--- src/rtl/ssi_rx_pkg.sv ---
package ssi_rx_pkg;
   typedef enum logic [1:0] {
      SEQ_IDLE  = 2'd0,
      SEQ_BURST = 2'd1,
      SEQ_MONO  = 2'd2
   } seq_state_e;
endpackage

--- src/rtl/ssi_rx_gray2bin.sv ---
module ssi_rx_gray2bin #(
   parameter int W = 8
) (
   input  logic [W-1:0] gray_i,
   output logic [W-1:0] bin_o
);
   if (W < 1) begin : g_bad_w
      $error("ssi_rx_gray2bin: W must be at least 1");
   end

   // each binary bit folds every Gray bit at or above it
   for (genvar i = 0; i < W; i++) begin : g_bit
      assign bin_o[i] = ^gray_i[W-1:i];
   end
endmodule

--- src/rtl/ssi_rx_seq.sv ---
module ssi_rx_seq
   import ssi_rx_pkg::*;
#(
   parameter int NBITS    = 29,
   parameter int HALF_CYC = 25,
   parameter int MONO_CYC = 800
) (
   input  logic             clk,
   input  logic             rst_n,
   input  logic             start_i,
   input  logic             sdata_i,
   input  logic             sigchk_i,
   output logic             sclk_o,
   output logic [NBITS-1:0] frame_o,
   output logic             done_o,
   output logic             line_err_o
);
   localparam int HCW = $clog2(HALF_CYC);
   localparam int MCW = $clog2(MONO_CYC);
   localparam int BCW = $clog2(NBITS);
   localparam logic [HCW-1:0] H_LAST = HCW'(HALF_CYC - 1);
   localparam logic [MCW-1:0] M_LAST = MCW'(MONO_CYC - 1);
   localparam logic [BCW-1:0] B_LAST = BCW'(NBITS - 1);

   if (HALF_CYC < 2) begin : g_bad_half
      $error("ssi_rx_seq: HALF_CYC must be at least 2");
   end
   if (MONO_CYC < 2) begin : g_bad_mono
      $error("ssi_rx_seq: MONO_CYC must be at least 2");
   end
   if (NBITS < 2) begin : g_bad_nbits
      $error("ssi_rx_seq: NBITS must be at least 2");
   end

   seq_state_e     state;
   logic [HCW-1:0] hcnt;
   logic [MCW-1:0] mcnt;
   logic [BCW-1:0] bcnt;
   logic [1:0]     sync;
   logic           sd;

   assign sd = sync[1];

   always_ff @(posedge clk or negedge rst_n) begin
      if (!rst_n) begin
         state      <= SEQ_IDLE;
         sclk_o     <= 1'b1;
         hcnt       <= '0;
         mcnt       <= '0;
         bcnt       <= '0;
         frame_o    <= '0;
         done_o     <= 1'b0;
         line_err_o <= 1'b0;
         sync       <= 2'b11;
      end else begin
         done_o     <= 1'b0;
         line_err_o <= 1'b0;
         sync       <= {sync[0], sdata_i};
         unique case (state)
            SEQ_IDLE: begin
               if (start_i) begin
                  if (sigchk_i && !sd) begin
                     line_err_o <= 1'b1;
                  end else begin
                     state  <= SEQ_BURST;
                     sclk_o <= 1'b0;
                     hcnt   <= '0;
                     bcnt   <= '0;
                  end
               end
            end
            SEQ_BURST: begin
               if (hcnt == H_LAST) begin
                  hcnt <= '0;
                  if (!sclk_o) begin
                     sclk_o  <= 1'b1;
                     frame_o <= {frame_o[NBITS-2:0], sd};
                     if (bcnt == B_LAST) begin
                        state  <= SEQ_MONO;
                        mcnt   <= '0;
                        done_o <= 1'b1;
                     end else begin
                        bcnt <= bcnt + 1'b1;
                     end
                  end else begin
                     sclk_o <= 1'b0;
                  end
               end else begin
                  hcnt <= hcnt + 1'b1;
               end
            end
            SEQ_MONO: begin
               if (mcnt == M_LAST) state <= SEQ_IDLE;
               else                mcnt  <= mcnt + 1'b1;
            end
            default: state <= SEQ_IDLE;
         endcase
      end
   end

   p_clk_high_outside_burst_r1: assert property (@(posedge clk) disable iff (!rst_n)
      (state != SEQ_BURST) |-> sclk_o);

   p_half_period_r2: assert property (@(posedge clk) disable iff (!rst_n)
      $rose(sclk_o) |-> ($past(hcnt) == H_LAST));

   p_mono_ignores_start_r8: assert property (@(posedge clk) disable iff (!rst_n)
      (state == SEQ_MONO && mcnt != M_LAST) |=> (state == SEQ_MONO && sclk_o));

   p_line_err_no_burst_r9: assert property (@(posedge clk) disable iff (!rst_n)
      line_err_o |-> (state == SEQ_IDLE && sclk_o));

   p_burst_no_restart_r10: assert property (@(posedge clk) disable iff (!rst_n)
      (state == SEQ_BURST && bcnt != B_LAST) |=> (state == SEQ_BURST));
endmodule

--- src/rtl/ssi_rx_decode.sv ---
module ssi_rx_decode #(
   parameter int NBITS    = 29,
   parameter int MT_W     = 13,
   parameter int MT_POS   = 0,
   parameter int ST_W     = 14,
   parameter int ST_POS   = 13,
   parameter int STAT_POS = 27,
   parameter bit REV_EN   = 1'b1
) (
   input  logic             clk,
   input  logic             rst_n,
   input  logic [NBITS-1:0] frame_i,
   input  logic             done_i,
   input  logic             reverse_i,
   output logic [MT_W-1:0]  multi_o,
   output logic [ST_W-1:0]  single_o,
   output logic             status_o,
   output logic             valid_o,
   output logic             perr_o
);
   localparam int DATA_W = NBITS - 1;
   localparam int MT_HI  = NBITS - 1 - MT_POS;
   localparam int ST_HI  = NBITS - 1 - ST_POS;
   localparam int STAT_I = NBITS - 1 - STAT_POS;
   localparam logic [ST_W-1:0] ST_MAX = '1;

   if (MT_POS + MT_W > DATA_W) begin : g_bad_mt
      $error("ssi_rx_decode: multi-turn field exceeds frame");
   end
   if (ST_POS + ST_W > DATA_W) begin : g_bad_st
      $error("ssi_rx_decode: single-turn field exceeds frame");
   end
   if (STAT_POS >= DATA_W) begin : g_bad_stat
      $error("ssi_rx_decode: status position exceeds frame");
   end

   logic [MT_W-1:0] mt_bin;
   logic [ST_W-1:0] st_bin, st_dir;
   logic            par_ok;

   ssi_rx_gray2bin #(.W(MT_W)) u_mt_g2b (
      .gray_i (frame_i[MT_HI -: MT_W]),
      .bin_o  (mt_bin)
   );

   ssi_rx_gray2bin #(.W(ST_W)) u_st_g2b (
      .gray_i (frame_i[ST_HI -: ST_W]),
      .bin_o  (st_bin)
   );

   if (REV_EN) begin : g_rev
      assign st_dir = reverse_i ? (ST_MAX - st_bin) : st_bin;
   end else begin : g_fwd
      logic unused_rev;
      assign unused_rev = reverse_i;
      assign st_dir     = st_bin;
   end

   // odd parity over data plus parity bit
   assign par_ok = ^frame_i;

   always_ff @(posedge clk or negedge rst_n) begin
      if (!rst_n) begin
         multi_o  <= '0;
         single_o <= '0;
         status_o <= 1'b0;
         valid_o  <= 1'b0;
         perr_o   <= 1'b0;
      end else begin
         valid_o <= 1'b0;
         perr_o  <= 1'b0;
         if (done_i) begin
            if (par_ok) begin
               multi_o  <= mt_bin;
               single_o <= st_dir;
               status_o <= frame_i[STAT_I];
               valid_o  <= 1'b1;
            end else begin
               perr_o <= 1'b1;
            end
         end
      end
   end

   p_perr_holds_outputs_r5: assert property (@(posedge clk) disable iff (!rst_n)
      perr_o |-> ($stable(multi_o) && $stable(single_o) && $stable(status_o)));

   p_perr_excludes_valid_r5: assert property (@(posedge clk) disable iff (!rst_n)
      !(perr_o && valid_o));

   p_valid_single_pulse_r6: assert property (@(posedge clk) disable iff (!rst_n)
      valid_o |=> !valid_o);

   p_outputs_move_only_on_valid_r6: assert property (@(posedge clk) disable iff (!rst_n)
      !valid_o |-> ($stable(multi_o) && $stable(single_o) && $stable(status_o)));
endmodule

--- src/rtl/ssi_enc_rx.sv ---
module ssi_enc_rx #(
   parameter int SYS_HZ   = 50_000_000,
   parameter int SSI_HZ   = 1_000_000,
   parameter int MONO_NS  = 16_000,
   parameter int FRAME_W  = 28,
   parameter int MT_W     = 13,
   parameter int MT_POS   = 0,
   parameter int ST_W     = 14,
   parameter int ST_POS   = 13,
   parameter int STAT_POS = 27,
   parameter bit REV_EN   = 1'b1
) (
   input  logic            clk,
   input  logic            rst_n,
   input  logic            start_i,
   input  logic            sdata_i,
   input  logic            cfg_reverse_i,
   input  logic            cfg_sigchk_i,
   output logic            sclk_o,
   output logic [MT_W-1:0] multi_o,
   output logic [ST_W-1:0] single_o,
   output logic            status_o,
   output logic            valid_o,
   output logic            parity_err_o,
   output logic            line_err_o
);
   localparam int NBITS    = FRAME_W + 1;
   localparam int HALF_CYC = SYS_HZ / (2 * SSI_HZ);
   localparam int MONO_CYC = (SYS_HZ / 1000) * MONO_NS / 1_000_000;

   if (SYS_HZ < 4 * SSI_HZ) begin : g_bad_rate
      $error("ssi_enc_rx: system clock must be at least 4x the serial clock");
   end

   logic [NBITS-1:0] frame;
   logic             done;

   ssi_rx_seq #(
      .NBITS    (NBITS),
      .HALF_CYC (HALF_CYC),
      .MONO_CYC (MONO_CYC)
   ) u_seq (
      .clk        (clk),
      .rst_n      (rst_n),
      .start_i    (start_i),
      .sdata_i    (sdata_i),
      .sigchk_i   (cfg_sigchk_i),
      .sclk_o     (sclk_o),
      .frame_o    (frame),
      .done_o     (done),
      .line_err_o (line_err_o)
   );

   ssi_rx_decode #(
      .NBITS    (NBITS),
      .MT_W     (MT_W),
      .MT_POS   (MT_POS),
      .ST_W     (ST_W),
      .ST_POS   (ST_POS),
      .STAT_POS (STAT_POS),
      .REV_EN   (REV_EN)
   ) u_dec (
      .clk       (clk),
      .rst_n     (rst_n),
      .frame_i   (frame),
      .done_i    (done),
      .reverse_i (cfg_reverse_i),
      .multi_o   (multi_o),
      .single_o  (single_o),
      .status_o  (status_o),
      .valid_o   (valid_o),
      .perr_o    (parity_err_o)
   );

   p_no_double_event_r6: assert property (@(posedge clk) disable iff (!rst_n)
      $onehot0({valid_o, parity_err_o, line_err_o}));
endmodule

--- config.mk ---
export PLATFORM = sky130hd
export DESIGN_NAME = ssi_enc_rx
export DESIGN_NICKNAME = d
export VERILOG_FILES = /design/src/rtl/ssi_rx_pkg.sv /design/src/rtl/ssi_rx_gray2bin.sv /design/src/rtl/ssi_rx_seq.sv /design/src/rtl/ssi_rx_decode.sv /design/src/rtl/ssi_enc_rx.sv
export SDC_FILE = /design/constraint.sdc
export NUM_CORES = 1
export LEC_CHECK = 0
export BUFFER_PORTS_ARGS = -buffer_cell sky130_fd_sc_hd__buf_2
export CORE_ASPECT_RATIO = 0.8
export CORE_MARGIN = 2
export CORE_UTILIZATION = 35
export DETAILED_ROUTE_END_ITERATION = 12
export GPL_ROUTABILITY_DRIVEN = 0
export PLACE_DENSITY = 0.61
export SYNTH_ARGS = -nofsm -noshare
export SYNTH_HDL_FRONTEND = slang
export SYNTH_SLANG_ARGS = --single-unit
--- constraint.sdc ---
create_clock -name clk -period 4.15 [get_ports clk]
set_input_delay 0.83 -clock clk [delete_from_list [all_inputs] [get_ports clk]]
set_output_delay 0.83 -clock clk [all_outputs]
set_load 0.01 [all_outputs]
==> flow_summary_export.csv, run 1 <==
group,metric,value,unit
cts,post_cts_resized,0,
synth,synth_mux_area_share,16.0,%
cts,clk_latency,0.34,ns
critical_path,critical_path_required,4.38,ns
run_status,status,"finished clean",
finish,finalInstanceArea,0.00480,mm^2
power_and_ir_drop,power.density,426,mW/mm^2
finish,drive_above_1_share,31.4,%
routing,post-route-drc-count,0,
power_and_ir_drop,swShare,27.4,%
critical_path,path_class,"flop to flop",
floorplanning,coreArea,0.0116,mm^2
synth,synth-simple-area-share,6.73,%
synth,synth_flop_cell,"dfrtp_1",
power_and_ir_drop,switchingPower,0.560,mW
global_route,antenna_found_initial,0,
placement,pre_cts_ws,0.964,ns
hold_path,hold_class,"flop to flop",
finish,antenna_cells,0,
cts,cts_max_level,3,
critical_path,crit_arrival,3.39,ns
finish,layout_commonest_cell,"dfrtp_1",
global_route,globalRouteTotalUtil,12.4,%
global_route,grt_first_pass_wirelength,12400,um
placement,hpwl,4900,um
cts,root_buffer,"clkbuf_16",
timing,whs,0.356,ns
timing,slew_headroom,44.1,%
synth,synth_xor_area_share,16.5,%
synth,synthAdderAreaFrac,1.50,%
routing,wl_per_cell,13.8,um
power_and_ir_drop,p_leak,2.36,nW
cts,tritoncts,"built",
global_route,grt_pass1_vias,2520,
finish,finalNetCount,372,
timing,rsz0062_at_grt,"no",
synth,synth_fp_nets,332,
timing,layout_setup_ws,0.989,ns
placement,place_area,0.00451,mm^2
floorplanning,fp.dieH,102,um
power_and_ir_drop,seqPwrFrac,46.4,%
critical_path,setup.worst_path.start_class,"flop",
routing,vias_per_cell,4.68,
synth,ys_seq_area_share,51.8,%
timing,fmax,0.316,GHz
routing,drt_iter0_markers,136,
synth,synth.area.top_cells,"dfrtp_1, mux2_2, mux2_4",
routing,wirelength,7090,um
routing,dr_total_vias,2406,
timing,maxSlewViolCount,0,
cts,cts_hold_buf,0,
synth,postSynthRegisterBits,86,
floorplanning,initial_core_util,36.0,%
floorplanning,die_w,126,um
placement,io_buffer_count,37,
synth,synthCells,321,
synth,synthDistinctLibCells,43,
power_and_ir_drop,p_comb_share,15.4,%
job,cap_viol_max_count,0,
synth,synth_top_family_by_area,"XOR/XNOR gates",
routing,drtAntennaViolNets,0,
timing,skew,0.0125,ns
power_and_ir_drop,p_int,1.49,mW
cts,cts_made_buffers,9,
cts,clk_pin_slew,0.07,ns
synth,synth-compound-area-share,5.17,%
timing,fin_crit_sh,76.2,%
synth,netlist_area,0.00416,mm^2
finish,post-route-util,41.5,%
floorplanning,boundaryPins,38,
critical_path,cp_max_fo,22,
finish,layout_common_cells,"dfrtp_1, buf_2, mux2_2, xor2_1, xnor2_1",
synth,yosysTopAreaCell,"dfrtp_1",
critical_path,endpoint_kind,"flop",
synth,ys_warn_count,0,
power_and_ir_drop,pwr-share-clk,38.2,%
synth,postSynthAreaPerCell,13.0,um^2
cts,clock_sinks,86,
cts,clockBufferDepth,2,
timing,fin_setup_tns,0,ns
global_route,grt_max_degree,68,
timing,finalHoldViolations,0,
routing,first_pass_iters,4,
timing,worst_pin_slew,0.839,ns
power_and_ir_drop,peakVddDrop,0.229,mV
synth,synth_edf_count,0,
finish,syn_to_final_growth,15.3,%
floorplanning,row_count,35,
cts,cts_setup_buffers,0,
synth,async_flop_share,100,%
floorplanning,dieArea,0.0128,mm^2
timing,setup_viol,0,
timing,fin_crit,3.16,ns
synth,synth.top_cell.area_share,49.9,%
global_route,overflow,0,
-- worst paths after layout --
check / endpoint / cells past startpoint / slack (ns) / from
max in group asynchronous: u_seq.sync[1] / 2 / 2.72 / rst_n
hold reg to reg: u_seq.sync[1] / 0 / 0.36 / u_seq.sync[0]
hold / removal: u_seq.sync[1] / 0 / 0.36 / u_seq.sync[0]
min in group asynchronous: u_seq.frame_o[24] / 1 / 0.60 / rst_n
setup reg to reg: u_dec.single_o[13] / 7 / 0.99 / u_seq.frame_o[8]
setup / recovery: u_dec.single_o[13] / 7 / 0.99 / u_seq.frame_o[8]
-- routing by layer --
layer  up-vias  track usage, %  wire length [um]
met2        33            18.6              3110
met5         -               0                 0
met4         0            6.09               128
li1       1190               -                 -
met3         8            3.38               320
met1      1175            16.6              3540
-- through the flow --
stage	cells	total power, mW
6_report	514	2.05
5_1_grt	514	2.16
4_1_cts	514	2.07
3_5_place_dp	498	1.28
3_3_place_gp	498	1.27
2_1_floorplan	321	1.20
-- sequential cells by signal, summed over array words and instances, names as in the netlist, 2 cells and up --
name	cells
u_seq.mcnt	10
u_dec.single_o	14
u_seq.sync	2
u_seq.frame_o	29
u_seq.bcnt	5
u_seq.state	2
u_seq.hcnt	5
u_dec.multi_o	13
-- cell usage after synthesis (all sizes together) (3+ instances only) --
library cell and instances:
dfrtp 83, mux2 50, xor2 27, xnor2 25
nor2 17, o21ai 17, nand2 15, a21oi 10
inv 10, buf 6, clkbuf 6, nand3 6
xnor3 6, ha 5, nand4 4, and3 3
dfstp 3, mux2i 3, xor3 3
-- kinds of logic (layout without fill, tap and decap cells) --
kind of cell    count (synthesis)  after routing
fa+ha+maj                       5              5
flops                          86             86
mux                            53             53
buf+inv                        22             67
xor+xnor                       61             61
simple gates                   57             57
compound gates                 37             37
-- worst max-delay path, cell delays in order (launching register included) --
cell	delay [ns]
dfrtp_1	0.40
xnor3_1	0.47
xor3_1	0.26
xnor3_4	0.58
xor2_4	0.28
mux2i_4	0.30
buf_4	0.38
mux2_2	0.38
-- layout make-up --
| class | instances | area, um^2 |
|---|---|---|
| Fill cell | 1124 | 6760 |
| Sequential cell | 86 | 2160 |
| Inverter | 10 | 37.5 |
| Timing Repair Buffer | 41 | 218 |
| Clock inverter | 5 | 41.3 |
| Multi-Input combinational cell | 213 | 1910 |
| Clock buffer | 11 | 253 |
| Tap cell | 148 | 185 |
-- power by group through the flow --
| stage | clock, mW | combinational [mW] | sequential, mW |
|---|---|---|---|
| 6_report | 0.782 | 0.315 | 0.950 |
| 5_1_grt | 0.845 | 0.356 | 0.960 |
| 4_1_cts | 0.804 | 0.320 | 0.949 |
| 3_5_place_dp | 0 | 0.320 | 0.963 |
| 3_3_place_gp | 0 | 0.313 | 0.962 |
| 2_1_floorplan | 0 | 0.252 | 0.952 |
Note: power is estimated with default switching activity, not from simulation.
==> run 2, diff against run 1 <==
--- a/config.mk
+++ b/config.mk
@@ -11,7 +11,7 @@
 export CORE_UTILIZATION = 35
 export DETAILED_ROUTE_END_ITERATION = 12
 export GPL_ROUTABILITY_DRIVEN = 0
-export PLACE_DENSITY = 0.61
+export PLACE_DENSITY = 0.63
 export SYNTH_ARGS = -nofsm -noshare
 export SYNTH_HDL_FRONTEND = slang
 export SYNTH_SLANG_ARGS = --single-unit
==> constraint.sdc (replaced) <==
create_clock -name clk -period 2.8 [get_ports clk]
set_input_delay 0.56 -clock clk [delete_from_list [all_inputs] [get_ports clk]]
set_output_delay 0.56 -clock clk [all_outputs]
set_load 0.01 [all_outputs]
==> run 2 against run 1 <==
  * Cell area increased by 3.7%
  * Routed wire length increased by 5.3%
  * Register-to-register slack got worse by 0.91 ns
  * Combinational power increased by 73%
  * First-iteration DRC count decreased by 12%
  * Critical endpoint is now u_dec.multi_o[12]
==> flow_summary_export.csv, run 2 (same netlist as run 1, synthesis figures left out) <==
group,metric,value,unit
run_status,status,"finished clean",
power_and_ir_drop,peakVddDrop,0.356,mV
timing,fin_crit_sh,97.0,%
finish,largest_register_ffs,29,
timing,layout_setup_ws,0.0826,ns
floorplanning,row_count,35,
global_route,overflow,0,
routing,wl_per_cell,14.2,um
finish,finalNetCount,385,
timing,skew,0.00719,ns
cts,tritoncts,"built",
floorplanning,coreArea,0.0116,mm^2
power_and_ir_drop,p_leak,2.47,nW
finish,antenna_cells,0,
critical_path,cpMaxStageDelayCell,"xnor3_4",
finish,top_regs,"u_seq.frame_o x29, u_dec.single_o x14, u_dec.multi_o x13",
placement,io_buffer_count,37,
critical_path,crit_arrival,2.93,ns
routing,drt_iter0_markers,120,
critical_path,cp_top_family,"XOR/XNOR gates",
timing,rsz0062_at_grt,"no",
routing,first_pass_iters,4,
cts,clock_sinks,86,
global_route,grt_max_degree,46,
floorplanning,fp.dieH,102,um
routing,vias_per_cell,4.81,
floorplanning,die_w,126,um
timing,worst_pin_slew,0.603,ns
hold_path,hold_class,"primary input to async pin",
critical_path,reg2reg_to,"u_dec.multi_o[12]",
critical_path,critical_path_required,3.01,ns
finish,top_register,"u_seq.frame_o",
critical_path,crit_path_max_incr_delay,0.46,ns
critical_path,startpoint,"u_seq.frame_o[14]",
timing,slew_headroom,59.8,%
routing,wirelength,7470,um
finish,fillers,1087,
timing,fmax,0.368,GHz
floorplanning,dieArea,0.0128,mm^2
critical_path,endpoint_kind,"flop",
timing,setup_viol,0,
critical_path,rr_worst_depth,7,
finish,drive_above_1_share,35.1,%
critical_path,setup.worst_path.start_class,"flop",
critical_path,path_class,"flop to flop",
critical_path,cp.buffers_inverters,1,
cts,clockBufferDepth,2,
critical_path,r2r_slack,0.08,ns
critical_path,rr_startpoint,"u_seq.frame_o[14]",
cts,clk_pin_slew,0.06,ns
cts,cts_made_buffers,9,
global_route,antenna_found_initial,0,
global_route,grt_first_pass_wirelength,12300,um
power_and_ir_drop,power.density,639,mW/mm^2
placement,pre_cts_ws,-0.0183,ns
timing,maxSlewViolCount,0,
floorplanning,boundaryPins,38,
finish,layout_common_cells,"dfrtp_1, buf_2, mux2_2, xor2_1, xnor2_1",
placement,hpwl,5000,um
cts,clk_latency,0.34,ns
floorplanning,initial_core_util,36.0,%
timing,fin_setup_tns,0,ns
timing,fin_crit,2.72,ns
cts,cts_max_level,3,
routing,post-route-drc-count,0,
finish,layout_commonest_cell,"dfrtp_1",
finish,syn_to_final_growth,19.6,%
critical_path,cp_max_fo,12,
timing,finalHoldViolations,0,
timing,whs,0.227,ns
global_route,grt_pass1_vias,2550,
routing,drtAntennaViolNets,0,
critical_path,crit_chain,"xnor3_1, xnor2_2, xnor3_4, xor2_4, mux2i_4, buf_12, mux2_2",
cts,root_buffer,"clkbuf_16",
routing,dr_total_vias,2535,
job,cap_viol_max_count,0,
global_route,globalRouteTotalUtil,12.2,%
==> run 2: worst reg2reg max path, delay by kind of cell (launching register included) <==
| kind | cells | cell delay, ns |
|---|---|---|
| xor+xnor | 4 | 1.27 |
| mux | 2 | 0.69 |
| flops | 1 | 0.43 |
| buf+inv | 1 | 0.20 |
==> run 2: power breakdown <==
| part | internal, mW | switching (mW) | leakage (nW) | total, mW |
|---|---|---|---|---|
| clock network | 0.763 | 0.469 | 0.152 | 1.23 |
| registers | 1.33 | 0.0816 | 1.17 | 1.41 |
| logic | 0.278 | 0.267 | 1.15 | 0.545 |
==> run 2: area by class of cell <==
cell class	instances	area [um^2]	area share (%)
well taps	148	185	3.72
repair buffers	54	358	7.19
flip-flops and latches	86	2160	43.3
clock inverters	3	42.5	0.854
clock buffers	13	270	5.43
inverters	10	37.5	0.754
multi-input cells	213	1930	38.8
==> run 2: repair_timing <==
item                                    CTS  global route
gates cloned                              0             1
pin swaps                                 0             4
hold buffers                              0             0
resized for setup                         0             6
endpoints found under the hold margin     0             0
buffers inserted                          1             3
endpoints found under the setup margin    4            20
==> run 2: metal layers <==
metal  track usage, %  routed length [um]
met1             15.4                3580
met2             19.9                3520
met3             3.17                 228
met4             5.58                 145
met5                0                   0
==> run 2: worst max path at each step <==
| stage | end | slack, ns | depth (start not counted) |
|---|---|---|---|
| after floorplan | u_dec.multi_o[10] | 0.02 | 8 |
| after detailed placement | u_dec.multi_o[12] | -0.02 | 7 |
| after CTS | u_dec.multi_o[12] | 0.008 | 7 |
| after global placement | u_dec.single_o[13] | 0.08 | 7 |
| final | u_dec.multi_o[12] | 0.08 | 7 |
| after global routing | u_dec.multi_o[12] | 0.02 | 7 |
==> run 2: stage by stage <==
step | cells | total power, mW | instance area [um^2] | utilization (%)
final | 527 | 3.18 | 4980 | 43.1
after global routing | 527 | 3.34 | 4980 | 43.1
after CTS | 523 | 3.22 | 4910 | 42.5
after detailed placement | 506 | 1.95 | 4590 | 39.7
after global placement | 506 | 1.92 | 4590 | 39.7
after floorplan | 321 | 1.79 | 4160 | -
==> run 3, diff against run 2 <==
--- a/config.mk
+++ b/config.mk
@@ -11,7 +11,7 @@
 export CORE_UTILIZATION = 35
 export DETAILED_ROUTE_END_ITERATION = 12
 export GPL_ROUTABILITY_DRIVEN = 0
-export PLACE_DENSITY = 0.63
+export PLACE_DENSITY = 0.61
 export SYNTH_ARGS = -nofsm -noshare
 export SYNTH_HDL_FRONTEND = slang
 export SYNTH_SLANG_ARGS = --single-unit
==> constraint.sdc (replaced) <==
create_clock -name clk -period 2.85 [get_ports clk]
set_input_delay 0.57 -clock clk [delete_from_list [all_inputs] [get_ports clk]]
set_output_delay 0.57 -clock clk [all_outputs]
set_load 0.01 [all_outputs]
==> run 3 against run 2 <==
  * Global-route usage barely moved
  * Hold slack improved by 0.047 ns
  * Register-to-register slack improved by 0.06 ns
  * Die area did not move
  * Total power fell by 2.8%
  * Final cell count rose by 1.3%
  * Sequential cell count did not move
  * Critical path type unchanged
  * Largest cell class unchanged
==> flow_summary_export.csv, run 3 (same netlist as run 1, synthesis figures left out) <==
group,metric,value,unit
run_status,status,"finished clean",
global_route,antenna_found_initial,0,
routing,wl_per_cell,14.4,um
finish,top_regs,"u_seq.frame_o x29, u_dec.single_o x14, u_dec.multi_o x13",
routing,vias_per_cell,4.73,
power_and_ir_drop,power.density,616,mW/mm^2
critical_path,cpMaxStageDelayCell,"xor3_1",
global_route,overflow,0,
timing,fin_crit,2.71,ns
power_and_ir_drop,pwr-share-clk,38.2,%
routing,wirelength,7680,um
finish,top_register,"u_seq.frame_o",
power_and_ir_drop,p_comb_share,17.1,%
global_route,grt_pass1_vias,2491,
timing,skew,0.00586,ns
critical_path,cp_common_cell,"buf_12",
hold_path,hold_class,"primary input to async pin",
finish,fillers,1091,
routing,drt_iter0_markers,107,
floorplanning,fp.dieH,102,um
timing,setup_viol,0,
cts,clockBufferDepth,2,
cts,clk_latency,0.34,ns
critical_path,path_class,"flop to flop",
critical_path,setup.worst_path.start_class,"flop",
critical_path,crit_path_max_incr_delay,0.47,ns
cts,tritoncts,"built",
critical_path,endpoint_kind,"flop",
critical_path,cp_max_fo,6,
placement,hpwl,4980,um
power_and_ir_drop,p_leak,2.48,nW
routing,drtAntennaViolNets,0,
floorplanning,die_w,126,um
power_and_ir_drop,peakVddDrop,0.273,mV
power_and_ir_drop,p_int,2.25,mW
cts,cts_max_level,3,
cts,cts_hold_buf,0,
timing,whs,0.274,ns
timing,worst_pin_slew,0.683,ns
critical_path,cp.buffers_inverters,2,
timing,fmax,0.369,GHz
cts,root_buffer,"clkbuf_16",
routing,post-route-drc-count,0,
cts,cts_made_buffers,9,
cts,clock_sinks,86,
critical_path,critical_path_required,3.08,ns
power_and_ir_drop,swShare,27.2,%
routing,first_pass_iters,4,
critical_path,crit_arrival,2.94,ns
timing,fin_setup_tns,0,ns
floorplanning,coreArea,0.0116,mm^2
timing,finalHoldViolations,0,
global_route,grt_max_degree,55,
global_route,grt_first_pass_wirelength,12400,um
cts,clk_pin_slew,0.06,ns
critical_path,cp_top_family,"XOR/XNOR gates",
finish,layout_commonest_cell,"dfrtp_1",
critical_path,crit_chain,"xor3_1, xor3_2, xnor3_1, nand2b_1, mux2i_4, buf_12, buf_12, mux2_2",
placement,io_buffer_count,37,
floorplanning,boundaryPins,38,
timing,maxSlewViolCount,0,
finish,drive_above_1_share,34.7,%
floorplanning,dieArea,0.0128,mm^2
job,cap_viol_max_count,0,
timing,fin_crit_sh,95.1,%
power_and_ir_drop,seqPwrFrac,44.7,%
global_route,globalRouteTotalUtil,12.2,%
finish,layout_common_cells,"dfrtp_1, buf_2, mux2_2, xor2_1, xnor2_1",
power_and_ir_drop,switchingPower,0.842,mW
timing,rsz0062_at_grt,"no",
routing,dr_total_vias,2527,
floorplanning,row_count,35,
finish,syn_to_final_growth,20.6,%
floorplanning,initial_core_util,36.0,%
timing,slew_headroom,54.5,%
finish,finalNetCount,392,
finish,antenna_cells,0,
finish,largest_register_ffs,29,
-- run 3: cell count changes in the layout (fill, tap and decap cells not counted), sizes merged --
| cell | previous run | this run |
|---|---|---|
| clkinvlp | 1 | 2 |
| clkbuf | 14 | 12 |
| inv | 10 | 11 |
| clkinv | 1 | 2 |
| buf | 53 | 59 |
-- run 3: metrics by stage --
step | util [%] | worst slack [ns] | cells | power (mW) | area, um^2
after floorplan | - | 0.0181 | 321 | 1.75 | 4160
after global placement | 40.0 | 0.120 | 512 | 1.91 | 4620
after detailed placement | 40.0 | 0.0695 | 512 | 1.93 | 4620
after CTS | 42.6 | 0.0594 | 528 | 3.13 | 4920
after global routing | 43.4 | 0.0452 | 534 | 3.24 | 5020
final | 43.4 | 0.140 | 534 | 3.09 | 5020
-- run 3: routing by layer --
layer	vias to the layer above	wire length, um	global-route usage (%)
li1	1226	-	-
met1	1240	3860	16.4
met2	46	3350	18.6
met3	15	288	2.85
met4	0	187	6.68
met5	-	0	0
-- run 3: what timing repair did --
action	CTS	global route
buffers inserted	0	3
endpoints found under the setup margin	0	6
resized for setup	0	0
-- run 3: layout make-up --
class,instances,area (um^2),area share (%)
well taps,148,185,3.69
clock buffers,10,229,4.56
clock inverters,6,71.3,1.42
repair buffers,61,432,8.60
multi-input cells,213,1910,38.0
inverters,10,37.5,0.748
flip-flops and latches,86,2160,42.9
-- run 3: worst register-to-register path, delay by kind of cell (launching register included) --
family,cells,cell delay [ns]
and+or+nand+nor,1,0.20
xor gates and xnor gates,3,1.19
buffers and inverters,2,0.27
DFF,1,0.41
muxes,2,0.53
-- run 3: worst paths after layout --
check / from / to / slack [ns] / depth (start not counted)
max: u_seq.frame_o[27] / u_dec.multi_o[12] / 0.14 / 8
min: rst_n / u_seq.mcnt[0] / 0.27 / 1
max reg2reg: u_seq.frame_o[27] / u_dec.multi_o[12] / 0.14 / 8
min reg2reg: u_seq.sync[0] / u_seq.sync[1] / 0.36 / 0
max in group asynchronous: rst_n / u_seq.sync[1] / 1.91 / 2
min in group clk: sdata_i / u_seq.sync[0] / 0.33 / 1
-- run 3: power groups by stage --
| stage | Combinational (mW) | Sequential, mW | Clock (mW) |
|---|---|---|---|
| 5_1_grt | 0.584 | 1.40 | 1.26 |
| 2_1_floorplan | 0.367 | 1.39 | 0 |
| 3_5_place_dp | 0.523 | 1.41 | 0 |
| 3_3_place_gp | 0.505 | 1.40 | 0 |
| 4_1_cts | 0.524 | 1.38 | 1.22 |
| 6_report | 0.528 | 1.38 | 1.18 |
